**config.mk**
```make
export PLATFORM = sky130hd
export DESIGN_NAME = memerr_summary
export DESIGN_NICKNAME = d
export VERILOG_FILES = /design/src/rtl/memerr_pkg.sv /design/src/rtl/memerr_bitstats.sv /design/src/rtl/memerr_extent.sv /design/src/rtl/memerr_dedup.sv /design/src/rtl/memerr_test_counters.sv /design/src/rtl/memerr_summary.sv
export SDC_FILE = /design/constraint.sdc
export NUM_CORES = 1
export LEC_CHECK = 0
export BUFFER_PORTS_ARGS = -buffer_cell sky130_fd_sc_hd__buf_2
export CORE_UTILIZATION = 45
export DETAILED_ROUTE_END_ITERATION = 8
export PLACE_DENSITY = 0.74
export SYNTH_ARGS = -nofsm -noshare
export SYNTH_HDL_FRONTEND = slang
export SYNTH_SLANG_ARGS = --single-unit
```
**constraint.sdc**
```tcl
create_clock -name clk -period 4.8 [get_ports clk]
set_clock_uncertainty 0.15 [all_clocks]
set_input_delay 0.72 -clock clk [delete_from_list [all_inputs] [get_ports clk]]
set_output_delay 0.72 -clock clk [all_outputs]
set_load 0.02 [all_outputs]
```
**src/rtl/memerr_pkg.sv**
```systemverilog
package memerr_pkg;
  typedef enum logic [1:0] {
    DEC_IDLE   = 2'd0,
    DEC_NEW    = 2'd1,
    DEC_REPEAT = 2'd2
  } dedup_e;
endpackage

```
**src/rtl/memerr_bitstats.sv**
```systemverilog
module memerr_bitstats #(
  parameter int DATA_W = 32,
  parameter int CNT_W  = 16,
  localparam int BITS_W = $clog2(DATA_W + 1),
  localparam int TOT_W  = CNT_W + BITS_W
) (
  input  logic              clk,
  input  logic              rst_n,
  input  logic              clear,
  input  logic              accept,
  input  logic [DATA_W-1:0] err_bits,
  output logic [BITS_W-1:0] err_pop,
  output logic [TOT_W-1:0]  total_bits,
  output logic [CNT_W-1:0]  event_count,
  output logic [BITS_W-1:0] min_bits,
  output logic [BITS_W-1:0] max_bits
);
  function automatic logic [BITS_W-1:0] pop_of(input logic [DATA_W-1:0] v);
    logic [BITS_W-1:0] n;
    n = '0;
    for (int i = 0; i < DATA_W; i++) n = n + BITS_W'(v[i]);
    return n;
  endfunction

  assign err_pop = pop_of(err_bits);

  always_ff @(posedge clk or negedge rst_n) begin
    if (!rst_n) begin
      total_bits  <= '0;
      event_count <= '0;
      min_bits    <= '0;
      max_bits    <= '0;
    end else if (clear) begin
      total_bits  <= '0;
      event_count <= '0;
      min_bits    <= '0;
      max_bits    <= '0;
    end else if (accept) begin
      total_bits  <= total_bits + TOT_W'(err_pop);
      event_count <= event_count + 1'b1;
      if (event_count == '0 || err_pop < min_bits) min_bits <= err_pop;
      if (err_pop > max_bits) max_bits <= err_pop;
    end
  end
endmodule

```
**src/rtl/memerr_extent.sv**
```systemverilog
module memerr_extent #(
  parameter int ADDR_W = 16,
  parameter int DATA_W = 32,
  parameter int CNT_W  = 16
) (
  input  logic              clk,
  input  logic              rst_n,
  input  logic              clear,
  input  logic              accept,
  input  logic              first,
  input  logic [ADDR_W-1:0] addr,
  input  logic [ADDR_W-1:0] prev_addr,
  input  logic [DATA_W-1:0] err_bits,
  output logic [ADDR_W-1:0] lo_addr,
  output logic [ADDR_W-1:0] hi_addr,
  output logic [DATA_W-1:0] bit_mask,
  output logic [CNT_W-1:0]  cur_run,
  output logic [CNT_W-1:0]  max_run
);
  function automatic logic follows(input logic [ADDR_W-1:0] a,
                                   input logic [ADDR_W-1:0] p,
                                   input logic is_first);
    logic [ADDR_W-1:0] nxt;
    nxt = p + 1'b1;
    return !is_first && (a == nxt);
  endfunction

  logic [CNT_W-1:0] next_run;
  assign next_run = follows(addr, prev_addr, first) ? cur_run + 1'b1 : CNT_W'(1);

  always_ff @(posedge clk or negedge rst_n) begin
    if (!rst_n) begin
      lo_addr  <= '1;
      hi_addr  <= '0;
      bit_mask <= '0;
      cur_run  <= '0;
      max_run  <= '0;
    end else if (clear) begin
      lo_addr  <= '1;
      hi_addr  <= '0;
      bit_mask <= '0;
      cur_run  <= '0;
      max_run  <= '0;
    end else if (accept) begin
      if (addr < lo_addr) lo_addr <= addr;
      if (addr > hi_addr) hi_addr <= addr;
      bit_mask <= bit_mask | err_bits;
      cur_run  <= next_run;
      if (next_run > max_run) max_run <= next_run;
    end
  end
endmodule

```
**src/rtl/memerr_dedup.sv**
```systemverilog
module memerr_dedup
  import memerr_pkg::*;
#(
  parameter int ADDR_W = 16,
  parameter int DATA_W = 32,
  parameter int TEST_W = 4,
  parameter int CNT_W  = 16
) (
  input  logic              clk,
  input  logic              rst_n,
  input  logic              clear,
  input  logic              accept,
  input  logic              first,
  input  logic [ADDR_W-1:0] addr,
  input  logic [DATA_W-1:0] err_bits,
  input  logic [TEST_W-1:0] test,
  output dedup_e            decision,
  output logic              rpt_valid,
  output logic [ADDR_W-1:0] rpt_addr,
  output logic [DATA_W-1:0] rpt_bits,
  output logic [TEST_W-1:0] rpt_test,
  output logic [CNT_W-1:0]  rpt_repeat
);
  always_comb begin
    if (!accept)                                              decision = DEC_IDLE;
    else if (first || addr != rpt_addr || err_bits != rpt_bits) decision = DEC_NEW;
    else                                                      decision = DEC_REPEAT;
  end

  always_ff @(posedge clk or negedge rst_n) begin
    if (!rst_n) begin
      rpt_valid  <= 1'b0;
      rpt_addr   <= '0;
      rpt_bits   <= '0;
      rpt_test   <= '0;
      rpt_repeat <= '0;
    end else if (clear) begin
      rpt_valid  <= 1'b0;
      rpt_addr   <= '0;
      rpt_bits   <= '0;
      rpt_test   <= '0;
      rpt_repeat <= '0;
    end else begin
      rpt_valid <= (decision == DEC_NEW);
      if (decision == DEC_NEW) begin
        rpt_addr   <= addr;
        rpt_bits   <= err_bits;
        rpt_test   <= test;
        rpt_repeat <= CNT_W'(1);
      end else if (decision == DEC_REPEAT) begin
        rpt_repeat <= rpt_repeat + 1'b1;
      end
    end
  end
endmodule

```
**src/rtl/memerr_test_counters.sv**
```systemverilog
module memerr_test_counters #(
  parameter int TEST_W = 4,
  parameter int CNT_W  = 16,
  localparam int NUM_TESTS = 1 << TEST_W
) (
  input  logic                       clk,
  input  logic                       rst_n,
  input  logic                       clear,
  input  logic                       accept,
  input  logic [TEST_W-1:0]          test,
  output logic [NUM_TESTS*CNT_W-1:0] counts
);
  for (genvar g = 0; g < NUM_TESTS; g++) begin : g_cnt
    logic [CNT_W-1:0] cnt;
    logic             hit;
    assign hit = accept && (test == TEST_W'(g));
    always_ff @(posedge clk or negedge rst_n) begin
      if (!rst_n)     cnt <= '0;
      else if (clear) cnt <= '0;
      else if (hit)   cnt <= cnt + 1'b1;
    end
    assign counts[g*CNT_W +: CNT_W] = cnt;
  end
endmodule

```
**src/rtl/memerr_summary.sv**
```systemverilog
module memerr_summary
  import memerr_pkg::*;
#(
  parameter int ADDR_W = 16,
  parameter int DATA_W = 32,
  parameter int TEST_W = 4,
  parameter int CNT_W  = 16,
  localparam int BITS_W    = $clog2(DATA_W + 1),
  localparam int TOT_W     = CNT_W + BITS_W,
  localparam int NUM_TESTS = 1 << TEST_W
) (
  input  logic                       clk,
  input  logic                       rst_n,
  input  logic                       clear,
  input  logic                       evt_valid,
  input  logic [ADDR_W-1:0]          evt_addr,
  input  logic [DATA_W-1:0]          evt_expect,
  input  logic [DATA_W-1:0]          evt_read,
  input  logic [TEST_W-1:0]          evt_test,
  output logic [ADDR_W-1:0]          lo_addr,
  output logic [ADDR_W-1:0]          hi_addr,
  output logic [DATA_W-1:0]          bit_mask,
  output logic [TOT_W-1:0]           total_bits,
  output logic [CNT_W-1:0]           event_count,
  output logic [BITS_W-1:0]          min_bits,
  output logic [BITS_W-1:0]          max_bits,
  output logic [CNT_W-1:0]           max_run,
  output logic [NUM_TESTS*CNT_W-1:0] test_err_cnt,
  output logic                       rpt_valid,
  output logic [ADDR_W-1:0]          rpt_addr,
  output logic [DATA_W-1:0]          rpt_bits,
  output logic [TEST_W-1:0]          rpt_test,
  output logic [CNT_W-1:0]           rpt_repeat
);
  // Named internal events, visible to the bound checker.
  logic [DATA_W-1:0] err_bits;
  logic              accept;
  logic              first;
  logic [BITS_W-1:0] err_pop;
  logic [CNT_W-1:0]  cur_run;
  dedup_e            decision;

  assign err_bits = evt_expect ^ evt_read;
  assign accept   = evt_valid && !clear && (err_bits != '0);
  assign first    = (event_count == '0);

  memerr_bitstats #(.DATA_W(DATA_W), .CNT_W(CNT_W)) u_bits (
    .clk, .rst_n, .clear, .accept, .err_bits,
    .err_pop, .total_bits, .event_count, .min_bits, .max_bits
  );

  memerr_extent #(.ADDR_W(ADDR_W), .DATA_W(DATA_W), .CNT_W(CNT_W)) u_ext (
    .clk, .rst_n, .clear, .accept, .first,
    .addr(evt_addr), .prev_addr(rpt_addr), .err_bits,
    .lo_addr, .hi_addr, .bit_mask, .cur_run, .max_run
  );

  memerr_dedup #(.ADDR_W(ADDR_W), .DATA_W(DATA_W), .TEST_W(TEST_W), .CNT_W(CNT_W)) u_dedup (
    .clk, .rst_n, .clear, .accept, .first,
    .addr(evt_addr), .err_bits, .test(evt_test),
    .decision, .rpt_valid, .rpt_addr, .rpt_bits, .rpt_test, .rpt_repeat
  );

  memerr_test_counters #(.TEST_W(TEST_W), .CNT_W(CNT_W)) u_tcnt (
    .clk, .rst_n, .clear, .accept, .test(evt_test), .counts(test_err_cnt)
  );
endmodule

```
### Yosys cells after proc, flatten, opt, wreduce, memory -nomap -nowiden

Cells that the tools add are included.

* eq/ne operators: 20
* magnitude comparators: 5
* bitwise gates (word level): 2
* muxes and demuxes: 68
* reduce and logical (&&, ||, !) cells: 56
* $add $sub $neg: 52

Operators with widths (number)
* $mux 16: 51
* $add 16x1->16 const B: 20
* $add 6x1->6: 30
* $mux 32: 4
* $reduce_bool 2->1: 23
* $mux 22: 2
* $mux 6: 6
* $eq 4x4->1 const B: 8
* $gt 16x16->1: 2
* $ne 32x32->1: 1
* $or 32x32->32: 1
* $reduce_bool 32->1: 1
* $xor 32x32->32: 1
* $add 22x6->22: 1
* $logic_and 1x1->1: 19
* $eq 16x16->1: 1
* $eq 4x3->1 const B: 4
* $logic_not 16->1: 1
* $lt 16x16->1: 1
* $ne 16x16->1: 1
* $reduce_and 2->1: 5
* $eq 4x2->1 const B: 2
* $mux 4: 2
* $gt 6x6->1: 1
* 11 further kinds: 15

* output and inout bits: 455
* input port bits: 88
* logic and storage cells: 233
* flip-flop bits (word level): 471

### Longest topological paths before layout

Gate-level depths: netlist (run 1).

* word-level depth: 37
* depth in mapped cells: 27
* gate-level depth less buffers: 26

### Cells and area by module

A second synthesis (run 1) with hierarchy kept.

* cell total of the unflattened synthesis: 2899
* area total of the unflattened synthesis: 27446.3 um2

By module, submodules not included
* memerr_test_counters: cells each 1416, seq. area each 6406.1 um2, area an instance 13202.7 um2, times used 1
* memerr_extent: cells each 663, seq. area each 2422.3 um2, area an instance 6010.8 um2, times used 1
* memerr_dedup: cells each 383, seq. area each 1726.7 um2, area an instance 3990.1 um2, times used 1
* memerr_bitstats: cells each 388, seq. area each 1251.2 um2, area an instance 3852.4 um2, times used 1
* memerr_summary: cells each 49, seq. area each 0.0 um2, area an instance 390.4 um2, times used 1

### Worst setup path before layout (run 1)

Ideal clock, no wire load.

* path kind: input-to-reg
* start point: in evt_read[1]
* end point: reg u_bits.total_bits[12]
* setup time: 78 ps
* buffers on the path: 1
* data required time: 4572 ps
* cell stages on the path: 21
* arrival time: 6857 ps
* path slack: -2285 ps
* cell sequence: xor2_1 inv_1 ha_1 inv_1 fa_1 inv_1 fa_1 fa_1 fa_1 fa_1 fa_1 fa_1 inv_1 fa_1 fa_1 o21ai_0 a31o_2 o2111ai_1 clkbuf_1 or3_1 a21oi_1

* longest elaborated chain between the ends: 35
* elaborated cells on any way between the ends: 38
* those cells by class: add/sub (32); mux (2); bitwise (1); reduce/logical (3)

Ends and longest elaborated chain
* start, declared: line memerr_summary.sv:18 `input logic [DATA_W-1:0] evt_read,`
* $xor 32x32->32 (*): line memerr_summary.sv:43 `assign err_bits = evt_expect ^ evt_read;`
* $add 1x1->2: line memerr_bitstats.sv:21 `for (int i = 0; i < DATA_W; i++) n = n + BITS_W'(v[i]);`
* $add 6x1->6 (30 in series): line memerr_bitstats.sv:21
* $add 22x6->22: line memerr_bitstats.sv:39 `total_bits <= total_bits + TOT_W'(err_pop);`
* $mux 22: line memerr_bitstats.sv:38 `end else if (accept) begin`
* $mux 22: line memerr_bitstats.sv:33 `end else if (clear) begin`
* end signal, assigned: line memerr_bitstats.sv:39
* end, declared: line memerr_bitstats.sv:13 `output logic [TOT_W-1:0] total_bits,`

Mark *: on every way between the ends. The rest lies on a longest branch, timed or not. The select of a mux whose other input is x is not followed.
A chain may end at the register's enable or synchronous reset.

### Final worst setup path (run 1)

* start point: in evt_read[1]
* end point: reg u_bits.total_bits[11]

The elaborated chain is that of the path after synthesis.

==> reports/metrics.csv, run 1 <==
stage,metric,value,unit
grt,GRT Overall Usage,28.20,%
outcome,violated checks,negative setup slack,
setup_path,WP data required,5090,ps
setup_path,r2r setup slk,350,ps
timing,Slew headroom,35.70,%
setup_path,Crit Path Class,in2reg,
timing,final worst setup slack,-1656,ps
grt,number of global-route vias before repair,23240,
timing,Worst Tran Pin Value,964.5,ps
timing,"Hold Vio Cnt, Final",0,
place,dpl cells,4205,
route,drt pass-1 iters,7,
layout,fin nets,3712,
yosys,post-synth top area cell,dfrtp_1,
worst_hold_path,Hold WC Path Type,in2async,
floorplan,row count,88,
clocking,TritonCTS buffer count,53,
yosys,"Seq/Total Area, Yosys",44.14,%
floorplan,Die Width,245.8,µm
floorplan,DIE AREA,0.06041,mm²
place,dpl hpwl,63400,µm
flow_run,Max Cap Viol,0,
timing,final period utilization,134.5,%
route,Routed WL,86760,µm
route,Final ANT Viol Nets,0,
setup_path,most frequent CP cell,fa_1,
clocking,CTS tree,yes,
layout,Finished Layout Cells,4313,
setup_path,CP Launch Type,input pin,
yosys,Ys Warns,0,
grt,global-route wire length before repair,134100,µm
setup_path,"Largest stage delay, worst path",600,ps
yosys,#FFs+latches synth,471,
yosys,most frequent cell after synthesis,dfrtp_1,
setup_path,CP arrival,6740,ps
layout,fill count,5134,
place,gpl congestion,0.9515,
yosys,syn_nets,3095,
setup_path,critical-path maximum fanout,7,
grt,initial antenna violation count,4,
yosys,Post-synth EDFFs,0,
route,DRT iter0 DRCs,1631,
yosys,cells after synthesis,2886,
yosys,"Distinct cells, synth",72,
yosys,Avg Inst Size Synth,9.267,µm²
timing,min Tclk post-route,6456,ps
timing,RSZ-0062 raised after global routing,yes,
route,# DRC,0,
outcome,outcome,finished with violations,
yosys,post-synth top area share,42.57,%
clocking,TritonCTS Sinks,471,
setup_path,RR Startpoint,u_dedup.rpt_addr[1]$_DFFE_PN0P_,
clocking,H-tree depth,2,
floorplan,Initial Utilization,45.92,%
clocking,clk root buf,clkbuf_16,
route,WL/cell,20.12,µm
floorplan,Core Region,0.05825,mm²
power_and_ir_drop,Cell Pwr Density,638.6,mW/mm²
setup_path,crit path cell chain,"buf_8, xor2_4, inv_1, ha_1, inv_1, fa_1, inv_2, fa_1, fa_1, fa_1, fa_1, fa_1, fa_2, inv_2, fa_2, clkinv_4, ha_4, a21o_1, a21o_1, a21o_1, a211o_4, nand4_1, xor2_1, nor2_1",
clocking,hold-fix buffers at CTS,0,
route,DR vias,24470,
setup_path,cell count of the worst reg-to-reg path,17,
setup_path,CP max stage cell,fa_2,
power_and_ir_drop,overall power,21360,µW
timing,# setup viols final,34,
setup_path,r2r endpoint,u_ext.max_run[12]$_DFFE_PN0P_,
clocking,Clock Latency Late Sink,600,ps
clocking,clock buffer depth,3,
grt,largest net degree at the start of global routing,99,
grt,total gr overflow,0,
place,Port Buffer Count,542,
yosys,asr flop ratio synth,100.0,%
layout,share of post-route cells with drive strength above 1,25.16,%
clocking,Clock transition at path regs,60,ps
yosys,Post-synth top cells,"dfrtp_1, nor2_1, nand2_1",
place,DP Area,0.03121,mm²
layout,post-route design area,0.03344,mm²
power_and_ir_drop,Peak VDD IR,1.842,mV
floorplan,chip height,245.8,µm
route,Vias per Instance,5.674,
timing,Slew Limit Fails,0,
timing,fmax,154.9,MHz
floorplan,Ports,543,
layout,Syn-to-layout area delta,25.03,%
power_and_ir_drop,Leak,0.01598,µW
yosys,Most used DFF post-synth,dfrtp_1,
yosys,"Cell Area, Synth",0.02675,mm²
setup_path,Worst Setup End Kind,register,
yosys,top post-synthesis cells by area,"dfrtp_1, xor2_1, nor2_1, xnor2_1, ha_1",
==> area by class of cell <==
type / count / area (µm²) / share of cell area, %
Inverter: 136 / 520.5 / 1.557
Tap cell: 765 / 957.2 / 2.862
Multi-Input combinational cell: 2147 / 14240 / 42.60
Sequential cell: 471 / 11810 / 35.31
Timing Repair Buffer: 694 / 3968 / 11.86
Clock inverter: 29 / 460.4 / 1.377
Clock buffer: 68 / 1473 / 4.404
Antenna cell: 3 / 7.507 / 0.02245
==> cell families after synthesis <==
| group | Yosys count | share of synthesized area [%] |
|---|---|---|
| compound gates | 441 | 10.47 |
| xor+xnor | 310 | 10.97 |
| fa+ha+maj | 121 | 6.362 |
| buf+inv | 269 | 4.005 |
| flops | 471 | 44.14 |
| mux | 46 | 1.731 |
| simple gates | 1228 | 22.31 |
==> metal layers <==
metal / vias to the layer above / global-route usage, % / wire length (µm)
li1: 11310 / - / -
met1: 12050 / 39.07 / 37180
met2: 904 / 43.12 / 39660
met3: 205 / 5.260 / 6161
met4: 0 / 12.02 / 3758
met5: - / 0 / 0
==> power breakdown <==
| group | switching, µW | internal [µW] | leakage [µW] |
|---|---|---|---|
| Clock | 1750 | 2760 | 0.000955 |
| Combinational | 6160 | 6380 | 0.00859 |
| Sequential | 141 | 4150 | 0.00643 |
==> repair_timing <==
item | in CTS | in global routing
resized for setup | 29 | 19
cloned | 2 | 0
setup buffers | 3 | 5
endpoints found under the setup margin | 34 | 47
pin swaps | 32 | 18
==> critical path: cells and delay by family <==
family	cells	cell delay [ps]
compound gates	4	890
simple gates	2	180
fa+ha+maj	10	4230
xor+xnor	2	320
buf+inv	6	400
==> cell usage in the layout, fill, tap and decap left out, types with 16 or more instances in the layout <==
master,Yosys,routed
buf_2,34,538
dfrtp_1,455,453
nor2_1,332,329
nand2_1,304,303
xor2_1,156,155
nand3_1,150,149
o21ai_0,148,146
buf_4,1,143
xnor2_1,138,133
inv_1,136,132
nand4_1,115,115
a21oi_1,116,105
ha_1,96,90
or3_1,67,67
and3_1,60,60
clkbuf_16,0,53
nor3_1,50,48
nor4_1,46,46
mux2i_1,44,44
o211ai_1,29,29
a21o_1,26,26
or4_1,25,25
fa_1,25,22
xnor3_1,16,16
o21ai_1,17,16
dfstp_2,16,16
==> worst max path at each step <==
stage,start,end,slack [ps],cells after the start
floorplan,evt_read[1],u_bits.total_bits[10]$_DFFE_PN0P_,-1870,25
global placement,evt_read[1],u_bits.total_bits[20]$_DFFE_PN0P_,-2270,26
detailed placement,evt_expect[1],u_bits.total_bits[12]$_DFFE_PN0P_,-2330,25
CTS,evt_read[1],u_bits.max_bits[1]$_DFFE_PN0P_,-1600,24
global route,evt_read[1],u_bits.total_bits[11]$_DFFE_PN0P_,-1810,24
finish,evt_read[1],u_bits.total_bits[11]$_DFFE_PN0P_,-1660,24
==> registers in the layout, summed over array words and instances, names as in the netlist <==
name and flops:
u_ext.max_run 16, u_ext.hi_addr 16, u_bits.event_count 16, u_dedup.rpt_bits 32
u_bits.min_bits 6, u_dedup.rpt_addr 16, u_bits.total_bits 22, u_dedup.rpt_test 4
u_tcnt.g_cnt.cnt 256, u_dedup.rpt_repeat 16, u_ext.cur_run 16, u_ext.lo_addr 16
u_bits.max_bits 6, u_dedup.rpt_valid 1, u_ext.bit_mask 32
==> metrics by stage <==
stage | setup slack [ps] | utilization (%) | hold WS, ps | setup TNS (ps)
after CTS | -1605 | 57.20 | 32.94 | -48900
after detailed placement | -2331 | 53.59 | 329.2 | -72820
final | -1656 | 57.41 | 26.09 | -49490
after global routing | -1810 | 57.41 | 75.21 | -55710
after floorplan | -1872 | - | 274.4 | -57650
after global placement | -2272 | 53.59 | 321.4 | -71200
Power figures use the tool's default switching activity.
==> run 2: changes to the inputs <==
--- a/config.mk
+++ b/config.mk
@@ -6,9 +6,10 @@
 export NUM_CORES = 1
 export LEC_CHECK = 0
 export BUFFER_PORTS_ARGS = -buffer_cell sky130_fd_sc_hd__buf_2
+export CAP_MARGIN = 20
 export CORE_UTILIZATION = 45
 export DETAILED_ROUTE_END_ITERATION = 8
-export PLACE_DENSITY = 0.74
+export PLACE_DENSITY = 0.7
 export SYNTH_ARGS = -nofsm -noshare
 export SYNTH_HDL_FRONTEND = slang
 export SYNTH_SLANG_ARGS = --single-unit
==> run 2 against run 1 <==
The run still ends with negative setup slack left; worst setup slack better by 34 ps; register-to-register slack better by 50 ps; critical path depth unchanged; sequential share of layout area up 0.083 points; non-clock buffer count up 16; fmax up 0.53%; sequential cell count unchanged; final cell count up 0.39%; largest power group unchanged.
==> reports/metrics.csv, run 2 (synthesized netlist as in run 1, its figures left out) <==
stage,metric,value,unit,change
power_and_ir_drop,Sw Share,38.39,%,was 37.73%
layout,Largest register FFs,256,,unchanged
route,Final ANT Viol Nets,0,,unchanged
power_and_ir_drop,Int Power,12260,µW,was 13300 µW
setup_path,critical-path maximum fanout,6,,was 7
flow_run,Max Cap Viol,0,,unchanged
worst_hold_path,Hold WC Path Type,in2reg,,was in2async
layout,Syn-to-layout area delta,24.72,%,was 25.03%
timing,# setup viols final,34,,unchanged
floorplan,chip height,245.8,µm,unchanged
setup_path,crit path cell chain,"buf_8, xor2_4, inv_1, ha_1, inv_1, fa_1, inv_1, fa_1, fa_1, fa_1, fa_1, fa_1, fa_2, inv_2, fa_2, inv_4, ha_1, nor2b_1, o21a_1, o21a_1, o21a_1, o21ai_2, a21oi_4, o211a_1",,"was buf_8, xor2_4, inv_1, ha_1, inv_1, fa_1, inv_2, fa_1, fa_1, fa_1, fa_1, fa_1, fa_2, inv_2, fa_2, clkinv_4, ha_4, a21o_1, a21o_1, a21o_1, a211o_4, nand4_1, xor2_1, nor2_1"
timing,WHS,277.6,ps,was 26.09 ps
power_and_ir_drop,Leak,0.01596,µW,was 0.01598 µW
route,DR vias,24210,,was 24470
clocking,clock buffer depth,3,,unchanged
timing,Worst Tran Pin Value,1047,ps,was 964.5 ps
route,Metal-1 WL,36130,µm,was 37180 µm
layout,"most common cell after layout, fill and taps aside",buf_2,,unchanged
power_and_ir_drop,Peak VDD IR,1.475,mV,was 1.842 mV
power_and_ir_drop,logic gate share of total power,58.7,%,was 58.8%
timing,min Tclk post-route,6423,ps,was 6456 ps
layout,"commonest non-fill, non-tap cells in the layout","buf_2, dfrtp_1, nor2_1",,unchanged
layout,fin nets,3728,,was 3712
setup_path,Worst Setup End Kind,register,,unchanged
timing,Slew Limit Fails,0,,unchanged
route,WL/cell,20.20,µm,was 20.12 µm
place,Port Buffer Count,542,,unchanged
floorplan,Core Region,0.05825,mm²,unchanged
power_and_ir_drop,Cell Pwr Density,596.7,mW/mm²,was 638.6 mW/mm²
floorplan,Die Width,245.8,µm,unchanged
layout,biggest regs,"u_tcnt.g_cnt.cnt: 256 flops, u_dedup.rpt_bits: 32 flops, u_ext.bit_mask: 32 flops",,unchanged
power_and_ir_drop,clock group share of total power,19.8,%,was 21.1%
route,DR WL met3,6504,µm,was 6161 µm
route,DRT iter0 DRCs,1666,,was 1631
route,highest metal used,met4,,unchanged
setup_path,CP arrival,6770,ps,was 6740 ps
layout,fill count,5127,,was 5134
floorplan,Initial Utilization,45.92,%,unchanged
timing,RSZ-0062 raised after global routing,yes,,unchanged
timing,fmax,155.7,MHz,was 154.9 MHz
timing,final period utilization,133.8,%,was 134.5%
power_and_ir_drop,sw power,7641,µW,was 8058 µW
setup_path,"Largest stage delay, worst path",640,ps,was 600 ps
grt,initial antenna violation count,4,,unchanged
setup_path,cell count of the worst reg-to-reg path,17,,unchanged
timing,final worst setup slack,-1623,ps,was -1656 ps
outcome,violated checks,negative setup slack,,unchanged
grt,total gr overflow,0,,unchanged
grt,global-route wire length before repair,134600,µm,was 134100 µm
timing,Slew headroom,29.61,%,was 35.70%
route,Routed WL,87450,µm,was 86760 µm
route,drt pass-1 iters,5,,was 7
setup_path,CP max stage cell,fa_2,,unchanged
clocking,H-tree depth,2,,unchanged
clocking,Clock transition at path regs,70,ps,was 60 ps
place,gpl congestion,0.9532,,was 0.9515
route,met2 wire length,40510,µm,was 39660 µm
grt,number of global-route vias before repair,23230,,was 23240
setup_path,WP data required,5150,ps,was 5090 ps
place,dpl hpwl,64440,µm,was 63400 µm
setup_path,most frequent CP cell,fa_1,,unchanged
clocking,TritonCTS Sinks,471,,unchanged
worst_hold_path,hold depth,3,,
clocking,CTS tree,yes,,unchanged
floorplan,row count,88,,unchanged
route,# DRC,0,,unchanged
floorplan,Ports,543,,unchanged
floorplan,DIE AREA,0.06041,mm²,unchanged
layout,Biggest register,u_tcnt.g_cnt.cnt,,unchanged
outcome,outcome,finished with violations,,unchanged
grt,GRT Overall Usage,28.59,%,was 28.20%
route,Vias per Instance,5.591,,was 5.674
grt,largest net degree at the start of global routing,151,,was 99
clocking,TritonCTS buffer count,53,,unchanged
power_and_ir_drop,Seq pwr share,21.5,%,was 20.1%
timing,"Hold Vio Cnt, Final",0,,unchanged
clocking,Clock Latency Late Sink,610,ps,was 600 ps
timing,setup_tns,-48960,ps,was -49490 ps
setup_path,CP Launch Type,input pin,,unchanged
clocking,clk root buf,clkbuf_16,,unchanged
layout,share of post-route cells with drive strength above 1,25.32,%,was 25.16%
setup_path,Crit Path Class,in2reg,,unchanged
## run 2: worst paths after layout
check	start	endpoint	slack, ps
worst min-delay path	evt_addr[10]	u_ext.lo_addr[10]$_DFFE_PN1P_	280
worst max-delay path	evt_expect[1]	u_bits.max_bits[1]$_DFFE_PN0P_	-1620
worst max register to register	u_dedup.rpt_addr[0]$_DFFE_PN0P_	u_ext.max_run[3]$_DFFE_PN0P_	400
min in group asynchronous	rst_n	u_ext.max_run[13]$_DFFE_PN0P_	570
worst min register to register	u_ext.bit_mask[1]$_DFFE_PN0P_	u_ext.bit_mask[1]$_DFFE_PN0P_	340
max in group asynchronous	rst_n	u_tcnt.g_cnt[13].cnt[8]$_DFFE_PN0P_	2840
## run 2: repair_timing
| item | in CTS | in global routing |
|---|---|---|
| endpoints found under the hold margin | 12 | 0 |
| setup buffers | 7 | 6 |
| setup endpoints to repair | 34 | 39 |
| resized for setup | 25 | 23 |
| pin swaps | 37 | 20 |
| gates cloned | 1 | 0 |
| hold buffers | 1 | 0 |
## run 2: power by group through the flow
stage / Clock, µW / Combinational (µW) / Sequential, µW
2_1_floorplan: 0 / 6790 / 4480
3_3_place_gp: 0 / 9860 / 4350
3_5_place_dp: 0 / 10200 / 4350
4_1_cts: 4010 / 11000 / 4280
5_1_grt: 4180 / 12900 / 4300
6_report: 3940 / 11700 / 4290
## run 2: through the flow
step                      utilization, %  instances  total power (µW)  instance area [µm²]  setup WS, ps
final                              57.27       4330             19900                33360         -1623
after global routing               57.27       4330             21340                33360         -1845
after CTS                          57.03       4322             19260                33220         -1595
after detailed placement           53.85       4216             14520                31360         -2323
after global placement             53.85       4216             14210                31360         -2254
after floorplan                        -       2886             11270                26880         -1872
## run 2: layout make-up
| cell class | instances | area, µm² | share of cell area (%) |
|---|---|---|---|
| diodes | 2 | 5.005 | 0.01500 |
| clock buffers | 77 | 1516 | 4.546 |
| clock inverters | 22 | 150.1 | 0.4501 |
| inverters | 136 | 518.0 | 1.553 |
| multi-input cells | 2147 | 14250 | 42.71 |
| flip-flops and latches | 471 | 11810 | 35.40 |
| well taps | 765 | 957.2 | 2.869 |
| repair buffers | 710 | 4156 | 12.46 |
## run 2: layer usage
| metal | vias up | track usage [%] |
|---|---|---|
| li1 | 11350 | - |
| met1 | 11800 | 36.94 |
| met2 | 860 | 45.61 |
| met3 | 205 | 6.253 |
| met4 | 0 | 13.32 |
| met5 | - | 0 |
## run 2: critical path, delay by kind of cell
| kind | cells | cell delay, ps |
|---|---|---|
| AO/OA/AOI/OAI | 6 | 1010 |
| AND/OR/NAND/NOR | 1 | 140 |
| buffers and inverters | 6 | 380 |
| XOR/XNOR | 1 | 200 |
| adder cells (fa/ha/maj) | 10 | 4310 |
